<file path="src/rtl/ycc_pkg.sv">
package ycc_pkg;

    localparam int PIX_W  = 8;
    localparam int COEF_W = 10;
    localparam int FRAC   = 8;

    typedef enum logic [1:0] {
        SMP_444 = 2'd0,
        SMP_422 = 2'd1,
        SMP_420 = 2'd2,
        SMP_411 = 2'd3
    } smp_mode_e;

    typedef enum logic {
        ST_WAIT_FRAME = 1'b0,
        ST_RUN        = 1'b1
    } trk_state_e;

    // Signed matrix weights, scaled by 2**FRAC. Row 0 luma, row 1 blue diff, row 2 red diff.
    function automatic logic signed [COEF_W-1:0] mat_coef(input int row, input int col);
        logic signed [COEF_W-1:0] k;
        k = '0;
        case (row * 3 + col)
            0: k = 10'sd66;
            1: k = 10'sd129;
            2: k = 10'sd25;
            3: k = -10'sd38;
            4: k = -10'sd74;
            5: k = 10'sd112;
            6: k = 10'sd112;
            7: k = -10'sd94;
            8: k = -10'sd18;
            default: k = '0;
        endcase
        return k;
    endfunction

    function automatic int mat_offset(input int row);
        return (row == 0) ? 16 : 128;
    endfunction

endpackage

</file>
<file path="src/rtl/ycc_matrix.sv">
module ycc_matrix
    import ycc_pkg::*;
#(
    parameter int P_W = PIX_W,
    parameter int C_W = COEF_W,
    parameter int F_B = FRAC
) (
    input  logic             clk,
    input  logic             rst_n,
    input  logic [3*P_W-1:0] rgb,
    output logic [P_W-1:0]   y_val,
    output logic [P_W-1:0]   cb_val,
    output logic [P_W-1:0]   cr_val
);
    localparam int PROD_W = P_W + 1 + C_W;
    localparam int SUM_W  = PROD_W + 2;
    localparam int HALF   = 1 << (F_B - 1);
    localparam int MAXV   = (1 << P_W) - 1;

    logic [P_W-1:0] chan [3];
    logic [P_W-1:0] res_q [3];

    assign chan[0] = rgb[3*P_W-1:2*P_W];
    assign chan[1] = rgb[2*P_W-1:P_W];
    assign chan[2] = rgb[P_W-1:0];

    for (genvar r = 0; r < 3; r++) begin : g_row
        localparam logic signed [C_W-1:0] K0 = mat_coef(r, 0);
        localparam logic signed [C_W-1:0] K1 = mat_coef(r, 1);
        localparam logic signed [C_W-1:0] K2 = mat_coef(r, 2);
        localparam int OFFS = mat_offset(r);

        logic signed [PROD_W-1:0] p0_q, p1_q, p2_q;
        logic signed [SUM_W-1:0]  sum_q;
        logic signed [SUM_W-1:0]  val_c;

        // stage 1: products
        always_ff @(posedge clk) begin
            if (!rst_n) begin
                p0_q <= '0;
                p1_q <= '0;
                p2_q <= '0;
            end else begin
                p0_q <= PROD_W'($signed({1'b0, chan[0]})) * PROD_W'(K0);
                p1_q <= PROD_W'($signed({1'b0, chan[1]})) * PROD_W'(K1);
                p2_q <= PROD_W'($signed({1'b0, chan[2]})) * PROD_W'(K2);
            end
        end

        // stage 2: sum
        always_ff @(posedge clk) begin
            if (!rst_n) sum_q <= '0;
            else        sum_q <= SUM_W'(p0_q) + SUM_W'(p1_q) + SUM_W'(p2_q);
        end

        // stage 3: round, offset, clamp
        always_comb val_c = ((sum_q + SUM_W'(HALF)) >>> F_B) + SUM_W'(OFFS);

        always_ff @(posedge clk) begin
            if (!rst_n)                     res_q[r] <= '0;
            else if (val_c < 0)             res_q[r] <= '0;
            else if (val_c > SUM_W'(MAXV))  res_q[r] <= P_W'(MAXV);
            else                            res_q[r] <= val_c[P_W-1:0];
        end
    end

    assign y_val  = res_q[0];
    assign cb_val = res_q[1];
    assign cr_val = res_q[2];

endmodule

</file>
<file path="src/rtl/ycc_sampler.sv">
module ycc_sampler
    import ycc_pkg::*;
#(
    parameter int COL_W  = 10,
    parameter int LINE_W = 10,
    parameter int ADDR_W = 12,
    parameter int LAT    = 3
) (
    input  logic              clk,
    input  logic              rst_n,
    input  logic              in_valid,
    input  logic              in_sof,
    input  logic              in_sol,
    input  logic [1:0]        mode,
    output logic              y_we,
    output logic              c_we,
    output logic [ADDR_W-1:0] y_addr,
    output logic [ADDR_W-1:0] c_addr
);
    localparam int SB_W = 2 + 2 * ADDR_W;

    trk_state_e state_q, state_d;

    logic [COL_W-1:0]  col_next_q, col_c;
    logic [LINE_W-1:0] line_q, line_c;
    logic [ADDR_W-1:0] ya_next_q, ca_next_q, ya_c, ca_c;
    logic              take_c, keep_c, ctake_c;
    logic [SB_W-1:0]   sb_q [LAT];

    // next-state logic
    always_comb begin
        state_d = state_q;
        unique case (state_q)
            ST_WAIT_FRAME: if (in_valid && in_sof) state_d = ST_RUN;
            ST_RUN:        state_d = ST_RUN;
        endcase
    end

    always_ff @(posedge clk) begin
        if (!rst_n) state_q <= ST_WAIT_FRAME;
        else        state_q <= state_d;
    end

    // per-pixel decisions
    always_comb begin
        take_c = in_valid && (state_q == ST_RUN || in_sof);
        if (in_sof) begin
            col_c  = '0;
            line_c = '0;
        end else if (in_sol) begin
            col_c  = '0;
            line_c = line_q + LINE_W'(1);
        end else begin
            col_c  = col_next_q;
            line_c = line_q;
        end
        unique case (smp_mode_e'(mode))
            SMP_444: keep_c = 1'b1;
            SMP_422: keep_c = ~col_c[0];
            SMP_420: keep_c = ~col_c[0] & ~line_c[0];
            SMP_411: keep_c = (col_c[1:0] == 2'b00);
        endcase
        ctake_c = take_c && keep_c;
        ya_c    = in_sof ? '0 : ya_next_q;
        ca_c    = in_sof ? '0 : ca_next_q;
    end

    always_ff @(posedge clk) begin
        if (!rst_n) begin
            col_next_q <= '0;
            line_q     <= '0;
            ya_next_q  <= '0;
            ca_next_q  <= '0;
        end else if (take_c) begin
            col_next_q <= col_c + COL_W'(1);
            line_q     <= line_c;
            ya_next_q  <= ya_c + ADDR_W'(1);
            if (ctake_c) ca_next_q <= ca_c + ADDR_W'(1);
        end
    end

    // side-band delay matched to the arithmetic pipeline
    for (genvar i = 0; i < LAT; i++) begin : g_dly
        always_ff @(posedge clk) begin
            if (!rst_n)      sb_q[i] <= '0;
            else if (i == 0) sb_q[i] <= {take_c, ctake_c, ya_c, ca_c};
            else             sb_q[i] <= sb_q[(i == 0) ? 0 : i - 1];
        end
    end

    assign {y_we, c_we, y_addr, c_addr} = sb_q[LAT-1];

    AST_ADDR_STEP: assert property (@(posedge clk) disable iff (!rst_n)
        (y_we && $past(y_we) && y_addr != '0) |-> (y_addr == $past(y_addr) + ADDR_W'(1)));

endmodule

</file>
<file path="src/rtl/pix_ycc_splitter.sv">
module pix_ycc_splitter
    import ycc_pkg::*;
#(
    parameter int ADDR_W = 12,
    parameter int COL_W  = 10,
    parameter int LINE_W = 10
) (
    input  logic              clk,
    input  logic              rst_n,
    input  logic              in_valid,
    input  logic [23:0]       in_rgb,
    input  logic              in_sof,
    input  logic              in_sol,
    input  logic [1:0]        mode,
    output logic              y_we,
    output logic [ADDR_W-1:0] y_addr,
    output logic [7:0]        y_data,
    output logic              cb_we,
    output logic [ADDR_W-1:0] cb_addr,
    output logic [7:0]        cb_data,
    output logic              cr_we,
    output logic [ADDR_W-1:0] cr_addr,
    output logic [7:0]        cr_data
);
    localparam int PIPE_LAT = 3;

    logic              c_we;
    logic [ADDR_W-1:0] c_addr;

    ycc_matrix #(.P_W(PIX_W), .C_W(COEF_W), .F_B(FRAC)) u_matrix (
        .clk    (clk),
        .rst_n  (rst_n),
        .rgb    (in_rgb),
        .y_val  (y_data),
        .cb_val (cb_data),
        .cr_val (cr_data)
    );

    ycc_sampler #(.COL_W(COL_W), .LINE_W(LINE_W), .ADDR_W(ADDR_W), .LAT(PIPE_LAT)) u_sampler (
        .clk      (clk),
        .rst_n    (rst_n),
        .in_valid (in_valid),
        .in_sof   (in_sof),
        .in_sol   (in_sol),
        .mode     (mode),
        .y_we     (y_we),
        .c_we     (c_we),
        .y_addr   (y_addr),
        .c_addr   (c_addr)
    );

    assign cb_we   = c_we;
    assign cr_we   = c_we;
    assign cb_addr = c_addr;
    assign cr_addr = c_addr;

    AST_CHROMA_WITH_Y: assert property (@(posedge clk) disable iff (!rst_n)
        cb_we |-> y_we);
    AST_WRITE_LATENCY: assert property (@(posedge clk) disable iff (!rst_n)
        y_we |-> $past(in_valid, 3));
    AST_LUMA_RANGE: assert property (@(posedge clk) disable iff (!rst_n)
        y_we |-> (y_data >= 8'd16 && y_data <= 8'd235));
    AST_FULL_CHROMA: assert property (@(posedge clk) disable iff (!rst_n)
        (y_we && $past(mode, 3) == SMP_444) |-> cb_we);

endmodule

</file>
<file path="config.mk">
export PLATFORM = sky130hd
export DESIGN_NAME = pix_ycc_splitter
export DESIGN_NICKNAME = d
export VERILOG_FILES = /design/src/rtl/ycc_pkg.sv /design/src/rtl/ycc_matrix.sv /design/src/rtl/ycc_sampler.sv /design/src/rtl/pix_ycc_splitter.sv
export SDC_FILE = /design/constraint.sdc
export NUM_CORES = 1
export LEC_CHECK = 0
export BUFFER_PORTS_ARGS = -buffer_cell sky130_fd_sc_hd__clkbuf_2
export CORE_UTILIZATION = 56
export DETAILED_ROUTE_END_ITERATION = 10
export HOLD_SLACK_MARGIN = 0.15
export PLACE_DENSITY = 0.77
export RECOVER_POWER = 100
export SKIP_CTS_REPAIR_TIMING = 1
export SYNTH_ARGS = -nofsm -noshare
export SYNTH_HDL_FRONTEND = slang
export SYNTH_HIERARCHICAL = 1
export SYNTH_SLANG_ARGS = --single-unit
</file>
<file path="constraint.sdc">
create_clock -name clk -period 4.25 [get_ports clk]
set_input_delay 0.2125 -clock clk [delete_from_list [all_inputs] [get_ports clk]]
set_output_delay 0.2125 -clock clk [all_outputs]
set_load 0.01 [all_outputs]
</file>
==> impl_results.md <==
* Outcome: finished with violations
* Violated checks: max-capacitance violations, max-slew violations
* Final HPWL DP at 28.3 mm
* Most frequent cells in the layout: ha_1, dfxtp_1, inv_1
* Core area at 0.0299 mm²
* Min cycle time layout at 3980 ps
* Critical Path RT at 4720 ps
* Die ar. at 0.0314 mm²
* Final instance area at 0.0191 mm²
* Cells along the critical path: clkbuf_2 -> dlygate4sd3_1 -> inv_1 -> ha_1 -> inv_1 -> fa_1 -> inv_1 -> fa_1 -> inv_1 -> ha_1 -> ha_1 -> a21o_1 -> a21oi_1 -> nor2b_1 -> o21a_1 -> o41a_1 -> a31oi_1 -> mux2i_1
* Clk_skew at 9.73 ps
* Worst-path clk slew at 60 ps
* Reg area at 0.00583 mm²
* Initial antenna violation count at 1
* Largest net degree at the start of global routing at 80
* Reg2reg start: u_matrix/g_row[1].sum_q[9]$_SDFF_PN0_
* Worst slew pin tran at 2210 ps
* Max-cap violations at 1
* Ports at 94
* EDFF count, synth at 24
* DIE HEIGHT at 177 µm
* Ys flop type: dfxtp_1
* Cell Area, Synth at 0.0172 mm²
* Drt drc at 0
* H-tree lvl count at 1
* Tcrit/Tclk final at 93.7%
* Hold Path Class: in -> reg
* Vias in the first global route at 11900
* Sw frac at 35.2%
* Final Hold Viols at 0
* CTS tree: yes
* Hold Path Stages at 3
* Synth cell types at 80
* WL per Instance at 15.8 µm
* Clk_lat worst skew at 550 ps
* Rows at 63
* Reg2reg setup slack at 770 ps
* Via count at 12100
* Worst R2R End: u_matrix/res_q[1][0]$_DFFE_PP_
* Clock network power share at 26.6%
* Commonest non-fill, non-tap cell in the layout: ha_1
* WS Path Type: in -> reg
* Root Buffer Master: clkbuf_16
* FMAX at 0.251 GHz
* Leading area contributor after synthesis: dfxtp_1
* Placed cell areas at 0.0182 mm²
* Combinational Power Share at 38.4%
* PwrDens at 508 mW/mm²
* Int Pwr at 6280 µW
* Area of the multi-input gates at 0.0104 mm²
* Lkg Pwr at 0.00896 µW
* RD Place Congestion at 0.930
* Avg Inst Size Synth at 9.90 µm²
* ANT cells at 0
* Yosys Warn Count at 6
* Sw Pwr at 3420 µW
* GRT Util Overall at 23.4%
* Unrepaired setup endpoints after global routing: false
* Relative slew slack at -47.7%
* #FFs+latches synth at 279
* Yosys top cell area share at 29.7%
* DRT antenna net count at 0
* Clock Sink Count at 279
* Reg2Reg Depth at 10
* Worst hold path endpoint: u_matrix/g_row[0].p0_q[4]$_SDFF_PN0_
* Sequential Power Share at 35.0%
* DR pass1 iterations at 5
* Die X at 177 µm
* Vias per cell at 5.30
* Critical Path End Type: flop
* Area grow syn2layout at 11.2%
* Fillcell total at 2413
* Initial core utilization at 57.5%
* First-pass GRT wire length at 58.5 mm
* Drt first-iter violations at 603
* CTS Buf Count at 29
* Largest cells by area after synthesis: dfxtp_1, ha_1, fa_1
* CP max-delay cell: dlygate4sd3_1
* Hold slack at 149 ps
* Layout Nets at 2250
* Final setup violation count at 0
* Worst setup SP type: input port
* Clk buf depth at 3
* Port bufs at 93
* Async set-or-reset flop fraction in the synthesized netlist at 0%
* Peak VDD IR at 0.000353 V
* Most used cell, CP: inv_1
* Cell family with most CP delay: adder cells
* Post-synthesis sequential area ratio at 33.9%
* Power Total at 9700 µW
* WL final at 36.0 mm
* Final Max Slew Viols at 49
* WP buf/inv at 6
* Hold path start: in_rgb[19]
* GRT overflow at 0
* Share of layout cells above drive strength 1 at 6.25%
* Critical path fanouts, max at 2
* Post-Syn Instances at 1736
* Arr. time, crit path at 4450 ps
* CP max stage delay at 550 ps
[cell usage after synthesis, types with 3 or more instances]
cell	number
a211oi_1	7
buf_4	14
buf_1	6
nor2b_1	24
or3_1	5
a21boi_0	6
or2_2	3
and3_1	13
mux2i_1	8
nor3b_1	9
a31oi_1	15
buf_2	3
nand3_1	29
nand4b_1	6
and2_1	108
nand4_1	10
clkbuf_1	32
o311a_1	3
ha_1	258
o211ai_1	11
xor2_1	40
xnor2_1	55
o2111ai_1	3
o21a_1	16
dfxtp_1	255
o21ai_0	51
a31o_2	3
fa_1	96
o41a_1	3
nand2b_1	6
and4_1	5
inv_1	182
nor2_1	147
a21o_1	33
nor3_1	40
nand2_1	76
edfxtp_1	24
nand3b_1	4
a21oi_1	68
o21bai_1	6
[power groups by stage]
stage,Clock [µW],Sequential (µW),Combinational [µW]
CTS,2630,3400,3720
global route,2750,3440,4200
global placement,0,3440,3520
floorplan,0,3360,2780
detailed placement,0,3450,3670
finish,2580,3400,3720
[kinds of logic after synthesis]
logic type / share of synthesized area (%)
other cells: 0.0218
compound gates: 10.1
buf+inv: 5.62
fa+ha+maj: 30.0
flops: 33.9
mux: 0.532
xor+xnor: 4.84
simple gates: 15.0
[stage by stage]
stage / setup WS (ps) / setup TNS, ps / std cells / utilization (%)
floorplan: 289 / 0 / 1759 / -
global placement: 78.5 / 0 / 2213 / 60.8
detailed placement: -23.3 / -26.5 / 2213 / 60.8
CTS: 530 / 0 / 2266 / 64.1
global route: 8.93 / 0 / 2277 / 63.9
finish: 269 / 0 / 2277 / 63.9
[cell type report]
type / instances / area share [%]
tap: 390 / 2.55
multi-input combinational: 1240 / 54.6
sequential: 279 / 30.5
clock buffer: 40 / 4.38
timing repair buffer: 132 / 3.58
clock inverter: 13 / 0.792
inverter: 183 / 3.60
[worst register-to-register path: cells and delay by family (launching register included)]
family          cells  cell delay [ps]
simple gates        5             1860
flops               1              400
mux                 2              350
fa+ha+maj           1              240
compound gates      1              190
xor+xnor            1              140
[layer usage]
metal	global-route usage (%)	part of all wire, %	vias to the layer above
met5	0	0	-
met4	8.15	2.9	0
met3	3.74	4.8	63
met2	39.5	47	258
met1	30.2	45	5677
li1	-	-	6068
[worst max path at each step]
stage	startpoint	endpoint	cells after the start
final	in_rgb[20]	u_matrix/g_row[1].p0_q[15]$_SDFF_PN0_	18
after global routing	in_rgb[20]	u_matrix/g_row[1].p0_q[14]$_SDFF_PN0_	19
after CTS	in_rgb[12]	u_matrix/g_row[1].p1_q[16]$_SDFF_PN0_	15
after detailed placement	in_rgb[12]	u_matrix/g_row[1].p1_q[16]$_SDFF_PN0_	15
after global placement	in_rgb[12]	u_matrix/g_row[1].p1_q[16]$_SDFF_PN0_	16
after floorplan	in_rgb[10]	u_matrix/g_row[1].p1_q[16]$_SDFF_PN0_	16
[registers in the layout, indices dropped and copies added (netlist names)]
register	count
u_sampler/sb_q	78
u_matrix/g_row.p1_q	43
u_matrix/g_row.p0_q	37
u_matrix/g_row.p2_q	35
u_matrix/g_row.sum_q	34
u_matrix/res_q	24
u_sampler/ca_next_q	12
u_sampler/ya_next_q	12
u_sampler/col_next_q	2
u_sampler/line_q	1
u_sampler/state_q	1
(Power assumes the default switching activity.)
